--- config.mk ---
export PLATFORM = sky130hd
export DESIGN_NAME = ssc_top
export DESIGN_NICKNAME = d
export VERILOG_FILES = /design/src/rtl/ssc_pkg.sv /design/src/rtl/ssc_enable.sv /design/src/rtl/ssc_state.sv /design/src/rtl/ssc_top.sv
export SDC_FILE = /design/constraint.sdc
export NUM_CORES = 1
export LEC_CHECK = 0
export BUFFER_PORTS_ARGS = -buffer_cell sky130_fd_sc_hd__buf_2
export CELL_PAD_IN_SITES_DETAIL_PLACEMENT = 2
export CELL_PAD_IN_SITES_GLOBAL_PLACEMENT = 2
export CORE_MARGIN = 2
export CORE_UTILIZATION = 27
export CTS_CLUSTER_DIAMETER = 40
export DETAILED_ROUTE_END_ITERATION = 7
export GPL_ROUTABILITY_DRIVEN = 0
export PLACE_DENSITY = 0.83
export SLEW_MARGIN = 20
export SYNTH_ARGS = -nofsm -noshare
export SYNTH_HDL_FRONTEND = slang
export SYNTH_SLANG_ARGS = --single-unit
--- constraint.sdc ---
create_clock -name clk -period 3.4 [get_ports clk]
set_input_delay 0.17 -clock clk [delete_from_list [all_inputs] [get_ports clk]]
set_output_delay 0.17 -clock clk [all_outputs]
set_load 0.01 [all_outputs]
--- src/rtl/ssc_pkg.sv ---
package ssc_pkg;
  typedef enum logic {
    DIR_UP   = 1'b0,
    DIR_DOWN = 1'b1
  } ssc_dir_e;
endpackage

--- src/rtl/ssc_enable.sv ---
module ssc_enable #(
  parameter int WIDTH = 4
) (
  input  logic             dir_down,
  input  logic [WIDTH-1:0] cur,
  input  logic [WIDTH-1:0] stop_val,
  output logic             adv_up,
  output logic             adv_down,
  output logic             at_term
);
  import ssc_pkg::*;

  function automatic logic ahead_up(input logic [WIDTH-1:0] c, input logic [WIDTH-1:0] lim);
    return c < lim;
  endfunction

  function automatic logic nonzero(input logic [WIDTH-1:0] c);
    return |c;
  endfunction

  ssc_dir_e dir;
  assign dir = ssc_dir_e'(dir_down);

  always_comb begin
    adv_up   = 1'b0;
    adv_down = 1'b0;
    at_term  = 1'b0;
    if (dir == DIR_UP) begin
      adv_up  = ahead_up(cur, stop_val);
      at_term = (cur == stop_val);
    end else begin
      adv_down = nonzero(cur);
      at_term  = !nonzero(cur);
    end
  end
endmodule

--- src/rtl/ssc_state.sv ---
module ssc_state #(
  parameter int WIDTH = 4
) (
  input  logic             clk,
  input  logic             clr,
  input  logic             dir_down,
  input  logic             adv_up,
  input  logic             adv_down,
  output logic [WIDTH-1:0] cur
);
  localparam logic [WIDTH-1:0] ALL_ONES = {WIDTH{1'b1}};
  localparam logic [WIDTH-1:0] ONE      = WIDTH'(1);

  function automatic logic [WIDTH-1:0] start_value(input logic down);
    return down ? ALL_ONES : '0;
  endfunction

  always_ff @(posedge clk) begin
    if (clr)
      cur <= start_value(dir_down);
    else if (adv_up)
      cur <= cur + ONE;
    else if (adv_down)
      cur <= cur - ONE;
  end
endmodule

--- src/rtl/ssc_top.sv ---
module ssc_top #(
  parameter int WIDTH = 4
) (
  input  logic             clk,
  input  logic             clr,
  input  logic             dir_down,
  input  logic [WIDTH-1:0] stop_val,
  output logic [WIDTH-1:0] count,
  output logic             stopped
);
  logic             adv_up;
  logic             adv_down;
  logic             at_term;
  logic [WIDTH-1:0] cur;

  ssc_enable #(.WIDTH(WIDTH)) u_enable (
    .dir_down (dir_down),
    .cur      (cur),
    .stop_val (stop_val),
    .adv_up   (adv_up),
    .adv_down (adv_down),
    .at_term  (at_term)
  );

  ssc_state #(.WIDTH(WIDTH)) u_state (
    .clk      (clk),
    .clr      (clr),
    .dir_down (dir_down),
    .adv_up   (adv_up),
    .adv_down (adv_down),
    .cur      (cur)
  );

  assign count   = cur;
  assign stopped = at_term;
endmodule

# == Yosys cells after proc, flatten, opt, wreduce, memory -nomap -nowiden ==
# Cells that the tools add are included.
# word_totals
register_bits,4
wordCells,15
# classes
n_reduce_logical,3
eq_ne,1
addsub,2
order_cmp,1
mux,7
# ops
cell,n
two-way mux 4 bit,4
"adder 4 x 1 -> 4 bit, second input constant",1
== test 4 bit,1
< comparator 4 bit,1
OR reduction 4 bit,1
"subtractor 4 x 1 -> 4 bit, second input constant",1
two-way mux 1 bit,3
nonzero test 3 bit,1
logical NOT 1 bit,1

# == Logic depth before layout (Yosys ltp) ==
# Gate-level depths: netlist of the first run.
# depth
depth_word,5
ltp_mapped,10
ltp_nobuf,10

# == Cells and area by module ==
# From an unflattened synthesis of the first run, not the netlist that was laid out.
# hier_totals
hier_cells,40
hier_area_um2,385.4
# modules_own_cells
module,area_per_inst_um2,instances,cells_each
ssc_state,257.7,1,22
ssc_enable,127.6,1,18

# == Worst setup path before layout of the first run ==
# OpenSTA, ideal clock, no wires.
# synth_timing
kind,register to register
startpoint,reg u_state.cur[1]
endpoint,reg u_state.cur[3] (data pin)
stages_incl_launch_ff,10
period_less_slack_ns,2.515
setup_slack_ns,0.885
arrival_ns,2.245
n_path_buf,0
cell_sequence,edfxtp_1 -> ha_1 -> nor2b_1 -> o211a_1 -> or2b_1 -> ha_1 -> nand3_1 -> and3_1 -> o221ai_1 -> o311ai_1
# synth_between
elab_chain_cells,4
elab_cells_between_ends,7
# synth_rtl
element,line_no,source
"start, declared",ssc_state.sv:9,output logic [WIDTH-1:0] cur
"start signal, assigned",ssc_state.sv:20,cur <= start_value(dir_down);
"start signal, assigned",ssc_state.sv:22,cur <= cur + ONE;
"start signal, assigned",ssc_state.sv:24,cur <= cur - ONE;
subtractor 4 x 1 -> 4 bit / < comparator 4 bit (equally long branches),"ssc_state.sv:24, ssc_enable.sv:14",
two-way mux 4 bit / two-way mux 1 bit (equally long branches),"ssc_state.sv:23, ssc_enable.sv:28",
two-way mux 4 bit (*),ssc_state.sv:21,else if (adv_up)
two-way mux 4 bit (*),ssc_state.sv:19,if (clr)
# Mark *: on every way between the ends. The rest lies on a longest branch, timed or not. The select of a mux whose other input is x is not followed.
# A chain may end at the register's enable or synchronous reset.

# == Worst setup path in the final report of the first run ==
# Ends and elaborated chain as after synthesis.

==> results of run 1 <==
## per-layer routing
layer	routed length (um)	up-vias	part of all wire
met1	466	177	0.43
li1	-	177	-
met2	584	9	0.54
met3	37	0	0.034
met4	0	0	0
met5	0	-	0
## per-stage QoR
stage	total power, mW	cell area, um^2	instances
global placement	0.329	460	66
CTS	0.412	483	69
detailed placement	0.348	460	66
global route	0.446	483	69
floorplan	0.264	387	40
finish	0.406	483	69
## worst max-delay path, delay by kind of cell (launching register included)
| family | cells | cell delay [ns] |
|---|---|---|
| fa+ha+maj | 2 | 0.68 |
| compound gates | 5 | 0.86 |
| simple gates | 2 | 0.43 |
| flops | 1 | 0.47 |
## cell type report
cell class | count | area [um^2] | share of cell area
clock buffers | 3 | 22.5 | 0.0466
inverters | 8 | 30.0 | 0.0622
multi-input cells | 28 | 236 | 0.490
flip-flops and latches | 4 | 120 | 0.249
well taps | 15 | 18.8 | 0.0389
repair buffers | 11 | 55.1 | 0.114
## cells by family (layout without fill, tap and decap cells)
group | after synthesis | after routing
compound gates | 10 | 10
xor+xnor | 1 | 1
fa+ha+maj | 7 | 7
buf+inv | 8 | 22
flops | 4 | 4
mux | 1 | 1
simple gates | 9 | 9
## power groups by stage
stage          Clock, mW  Combinational, mW  Sequential, mW
2_1_floorplan          0              0.147           0.117
3_3_place_gp           0              0.213           0.116
3_5_place_dp           0              0.230           0.118
4_1_cts           0.0631              0.232           0.117
5_1_grt           0.0683              0.256           0.122
6_report          0.0610              0.228           0.117
## Yosys cell counts
| library cell | instances | area (um^2) |
|---|---|---|
| o21ai_0 | 3 | 15.0 |
| edfxtp_1 | 4 | 120 |
| or4_1 | 1 | 7.51 |
| xnor2_1 | 1 | 8.76 |
| o311ai_1 | 1 | 8.76 |
| a21oi_1 | 3 | 15.0 |
| o221ai_1 | 1 | 8.76 |
| a211oi_2 | 1 | 12.5 |
| nand4_1 | 1 | 6.26 |
| and3_1 | 1 | 6.26 |
| or3_1 | 1 | 6.26 |
| fa_1 | 1 | 20.0 |
| mux2i_1 | 1 | 10.0 |
| ha_1 | 6 | 75.1 |
| nor2b_1 | 1 | 6.26 |
| nand3_1 | 1 | 5.00 |
| or2b_1 | 1 | 7.51 |
| o211a_1 | 1 | 10.0 |
| nand2_1 | 2 | 7.51 |
| inv_1 | 8 | 30.0 |
## final timing paths
check                                           endpoint  slack, ns                startpoint
worst max-delay path            u_state.cur[3]$_DFFE_PP_       0.71  u_state.cur[1]$_DFFE_PP_
worst min-delay path            u_state.cur[1]$_DFFE_PP_       0.33                       clr
worst max register to register  u_state.cur[3]$_DFFE_PP_       0.71  u_state.cur[1]$_DFFE_PP_
worst min register to register  u_state.cur[0]$_DFFE_PP_       0.85  u_state.cur[0]$_DFFE_PP_
## placed cells by master (no fill, tap or decap), types with 2 or more instances in the layout
cell type  Yosys  final
a21oi_1        3      3
edfxtp_1       4      4
nand2_1        2      2
clkbuf_4       0      3
buf_2          0     11
inv_1          8      8
ha_1           6      6
o21ai_0        3      3
==> results by group, run 1 <==
Global routing
  • GR met3 Demand/Resource: 0.0261
  • M2 GR Usage: 0.250
  • Total GRT Usage: 0.145
  • Vias in the first global route: 411
  • GR Overflow Total: 0
  • Global Route met1 Usage: 0.158
  • First-pass GRT wire length: 1830 um
  • Largest net degree at the start of global routing: 8
  • GR peak layer: met2
  • Initial antenna violation count: 0

Floorplan
  • Die X: 41.8 um
  • Die Area: 1750 um^2
  • Rows: 13
  • Die H: 41.8 um
  • Initial Util: 0.293
  • I/O Pins: 12
  • Core Box Area: 1320 um^2

Route
  • TritonRoute pass-1 iters: 2
  • Final wirelength: 1090 um
  • WL/cell: 15.8 um
  • Drc violations: 0
  • Via/cell ratio: 5.26
  • Via count: 363
  • 1st-iter DRT viols: 2
  • DRT antenna net count: 0

Pwr
  • Internal power: 0.227 mW
  • PwrDens: 842 nW/um^2
  • Pleak: 0.248 nW
  • VDD IR-drop max: 0.220 mV
  • Power share of the clock group: 0.150
  • Net Sw Power: 0.179 mW
  • Sw Share: 0.442
  • Sequential share of power: 0.288
  • Logic gate share of total power: 0.562

Layout
  • Fillcell total: 163
  • Layout Utilization: 0.367
  • Area growth, synth to finish: 24.9%
  • Most flops, register: u_state.cur
  • Max reg flops: 4
  • Biggest regs: u_state.cur: 4 flops
  • # diodes: 0
  • Layout cell share with drive strength beyond 1: 0.278
  • Final #Nets: 70

CTS
  • Post-cts gate resize count: 0
  • Worst skew pair latency: 0.24 ns
  • Clk buf depth: 2
  • Hold_buf cts: 0
  • Clock-pin transition on the worst setup and hold timing paths: 0.04 ns
  • Post-CTS setup buffer count: 0
  • H-tree depth: 1
  • Cts bufs inserted: 3
  • CTS tree: yes
  • # clock sinks: 4
  • Clock Tree Root: clkbuf_4

STA
  • Fin crit share: 0.792
  • Post-route setup TNS: 0 ns
  • Fin crit period: 2.69 ns
  • RSZ-0062 raised after global routing: false
  • Max-slew violations: 0
  • Final hold vios: 0
  • Layout Skew: 0.00204 ns
  • Final setup viols: 0
  • Actual slew at the worst max-slew pin: 0.276 ns
  • Fmax: 371 MHz
  • Worst rel slew slack: 0.816
  • Setup WS post-layout: 0.706 ns
  • Final hold slack: 0.333 ns

Synthesis
  • Mapped Cells: 40
  • Syn Nets: 54
  • Compound-cell area share of the yosys netlist: 0.181
  • Yosys warnings: 0
  • Simple-Gate Fraction of Synth Area: 0.136
  • Post-synthesis xor/xnor area fraction: 0.0227
  • Multiplexer share of the synthesized area: 0.0259
  • Adder-Cell Fraction of Synth Area: 0.246
  • Synthesized area: 387 um^2
  • Yosys cell types: 20
  • #FFs+latches synth: 4
  • Syn avg cell area: 9.67 um^2
  • Main combinational cell family by area after synthesis: adder cells
  • Register area share after synthesis: 0.311

Min path
  • Hold Path Stages: 2
  • HP Class: in2reg

Critical path
  • Setup CP Type: reg2reg
  • Crit path cell chain: ha_1 > nor2b_1 > o211a_1 > or2b_1 > ha_1 > a21oi_1 > a21oi_1 > o221ai_1 > o311ai_1
  • Worst path max stage delay: 0.47 ns
  • Startpoint types: flip-flop
  • Crit path DAT: 2.67 ns
  • Crit Path Max Fanout: 5
  • R2R cell count: 9
  • Critical Path Sink Type: flip-flop
  • Slowest CP cell: edfxtp_1
  • WP data required: 3.37 ns

Place
  • DP Worst Slack: 0.701 ns
  • Hpwl dp: 925 um
  • IO Port Bufs: 11

Job
  • MaxCap Viol Count: 0

Outcome
  • Status: finished clean
(Power assumes the default switching activity.)
==> inputs of run 2 (changes only) <==
--- a/config.mk
+++ b/config.mk
@@ -9,11 +9,11 @@
 export CELL_PAD_IN_SITES_DETAIL_PLACEMENT = 2
 export CELL_PAD_IN_SITES_GLOBAL_PLACEMENT = 2
 export CORE_MARGIN = 2
-export CORE_UTILIZATION = 27
+export CORE_UTILIZATION = 25
 export CTS_CLUSTER_DIAMETER = 40
 export DETAILED_ROUTE_END_ITERATION = 7
 export GPL_ROUTABILITY_DRIVEN = 0
-export PLACE_DENSITY = 0.83
+export PLACE_DENSITY = 0.81
 export SLEW_MARGIN = 20
 export SYNTH_ARGS = -nofsm -noshare
 export SYNTH_HDL_FRONTEND = slang
==> constraint.sdc (replaced) <==
create_clock -name clk -period 2.2 [get_ports clk]
set_input_delay 0.11 -clock clk [delete_from_list [all_inputs] [get_ports clk]]
set_output_delay 0.11 -clock clk [all_outputs]
set_load 0.01 [all_outputs]
==> run 2 against run 1 <==
The flow now finishes with violations (negative setup slack); clock power rose by 46%; maximum frequency rose by 14%; register-to-register slack got worse by 0.86 ns; sequential power rose by 33%; combinational power rose to 3.6 times the previous value; global-route usage rose by 1.6 points; flip-flop and latch count did not move; critical path type unchanged.
==> results by group, run 2 (synthesis gave the netlist of run 1 again) <==
STA
  • Worst rel slew slack: 0.852 (+0.0362)
  • Actual slew at the worst max-slew pin: 0.222 ns (-0.0546 ns)
  • RSZ-0062 raised after global routing: true
  • Final hold slack: 0.255 ns (-0.0787 ns)
  • Final setup viols: 2 (+2)
  • Setup WS post-layout: -0.154 ns (-0.861 ns)
  • Fin crit share: 1.07 (+0.278)
  • Layout Skew: 0.00317 ns (+0.00113 ns)
  • Final hold vios: 0 (unchanged)
  • Max-slew violations: 0 (unchanged)
  • Fmax: 425 MHz (+14%)
  • Fin crit period: 2.35 ns (-0.339 ns)

Floorplan
  • Core Box Area: 1470 um^2 (+12%)
  • Initial Util: 0.263 (-0.0307)
  • Rows: 14 (+1)
  • Die X: 43.3 um (+3.5%)
  • Die H: 43.3 um (+3.5%)
  • I/O Pins: 12 (unchanged)
  • Die Area: 1880 um^2 (+7.2%)

Layout
  • Most frequent cells in the layout: buf_2, buf_4, inv_1
  • Biggest regs: u_state.cur: 4 flops
  • # diodes: 0 (unchanged)
  • Finished Layout Cells: 82 (+19%)
  • Final #Nets: 82 (+17%)
  • Max reg flops: 4 (unchanged)
  • Most flops, register: u_state.cur
  • Layout cell share with drive strength beyond 1: 0.652 (+0.374)
  • Layout Utilization: 0.487 (+0.121)
  • Area growth, synth to finish: 85.4%

CTS
  • Clock Tree Root: clkbuf_4
  • Worst skew pair latency: 0.23 ns (about the same)
  • Hold_buf cts: 0 (unchanged)
  • H-tree depth: 1 (unchanged)
  • Clk buf depth: 2 (unchanged)
  • # clock sinks: 4 (unchanged)
  • Cts bufs inserted: 3 (unchanged)
  • CTS tree: yes
  • Clock-pin transition on the worst setup and hold timing paths: 0.04 ns (about the same)

Critical path
  • Setup CP Type: reg2reg
  • Worst path max stage delay: 0.42 ns (-0.05 ns)
  • Startpoint types: flip-flop
  • WP data required: 2.16 ns (-1.21 ns)
  • Critical Path Sink Type: flip-flop
  • Crit path DAT: 2.32 ns (-0.35 ns)
  • Crit-path most repeated cell: ha_4
  • Crit Path Max Fanout: 3 (-2)
  • Slowest CP cell: edfxtp_1
  • Crit path cell chain: ha_4 > nor2b_4 > o211a_1 > or2b_4 > ha_4 > a21oi_4 > and3_4 > o221ai_4 > o311ai_2

Global routing
  • GR Overflow Total: 0 (unchanged)
  • Initial antenna violation count: 0 (unchanged)
  • First-pass GRT wire length: 2090 um (+14%)
  • Total GRT Usage: 0.160 (+0.0158)
  • Vias in the first global route: 439 (+6.8%)
  • Largest net degree at the start of global routing: 8 (unchanged)

Outcome
  • Status: complete, but fails checks
  • Failing checks: negative setup slack

Route
  • Final wirelength: 1360 um (+25%)
  • TritonRoute pass-1 iters: 3 (+1)
  • WL/cell: 16.5 um (+4.9%)
  • Via count: 395 (+8.8%)
  • DRT antenna net count: 0 (unchanged)
  • Via/cell ratio: 4.82 (-8.4%)
  • 1st-iter DRT viols: 1 (-1)
  • Drc violations: 0 (unchanged)

Pwr
  • Pleak: 0.327 nW (+32%)
  • PwrDens: 1480 nW/um^2 (+76%)
  • VDD IR-drop max: 0.589 mV (+170%)

Place
  • Placed instance count: 75 (+14%)
  • Hpwl dp: 946 um (+2.3%)
  • IO Port Bufs: 11 (unchanged)

Min path
  • HP Class: in2reg

Job
  • MaxCap Viol Count: 0 (unchanged)
[run 2: final cells by class]
class | instances | area, um^2
clock buffers | 3 | 22.5
well taps | 16 | 20.0
repair buffers | 23 | 149
flip-flops and latches | 4 | 120
fillers | 155 | 754
multi-input cells | 28 | 375
inverters | 8 | 30.0
[run 2: layer usage]
layer	global-route usage	vias to the layer above	wire length [um]
met4	0.0545	0	0
met3	0.0298	0	48
met1	0.172	184	535
li1	-	202	-
met2	0.307	9	773
met5	0	-	0
[run 2: power by group]
| group | leakage [nW] | switching (mW) | internal, mW |
|---|---|---|---|
| Sequential | 0.0420 | 0.0256 | 0.131 |
| Combinational | 0.271 | 0.363 | 0.454 |
| Clock | 0.0138 | 0.0280 | 0.0609 |
[run 2: critical path: cells and delay by family (launching register included)]
family / cells / cell delay, ns
flops: 1 / 0.42
fa+ha+maj: 2 / 0.54
simple gates: 3 / 0.60
compound gates: 4 / 0.54
[run 2: per-stage QoR]
step	cell area (um^2)	setup TNS [ns]	total power [mW]	setup WS (ns)
2_1_floorplan	425	-0.415	0.492	-0.286
3_3_place_gp	561	-0.341	0.676	-0.151
3_5_place_dp	561	-0.470	0.704	-0.213
4_1_cts	654	-0.291	0.914	-0.157
5_1_grt	717	-0.378	1.16	-0.232
6_report	717	-0.177	1.06	-0.154
[run 2: final timing paths]
| kind | startpoint | endpoint | slack, ns | depth (start not counted) |
|---|---|---|---|---|
| max reg2reg | u_state.cur[1]$_DFFE_PP_ | u_state.cur[3]$_DFFE_PP_ | -0.15 | 9 |
| max | u_state.cur[1]$_DFFE_PP_ | u_state.cur[3]$_DFFE_PP_ | -0.15 | 9 |
| min reg2reg | u_state.cur[0]$_DFFE_PP_ | u_state.cur[0]$_DFFE_PP_ | 0.78 | 2 |
| min | clr | u_state.cur[2]$_DFFE_PP_ | 0.25 | 2 |
[run 2: timing repair]
action / in CTS / in global routing
resized for setup: 7 / 9
buffers inserted: 3 / 1
hold endpoints to repair: 0 / 0
endpoints found under the setup margin: 3 / 3
pin swaps: 7 / 7
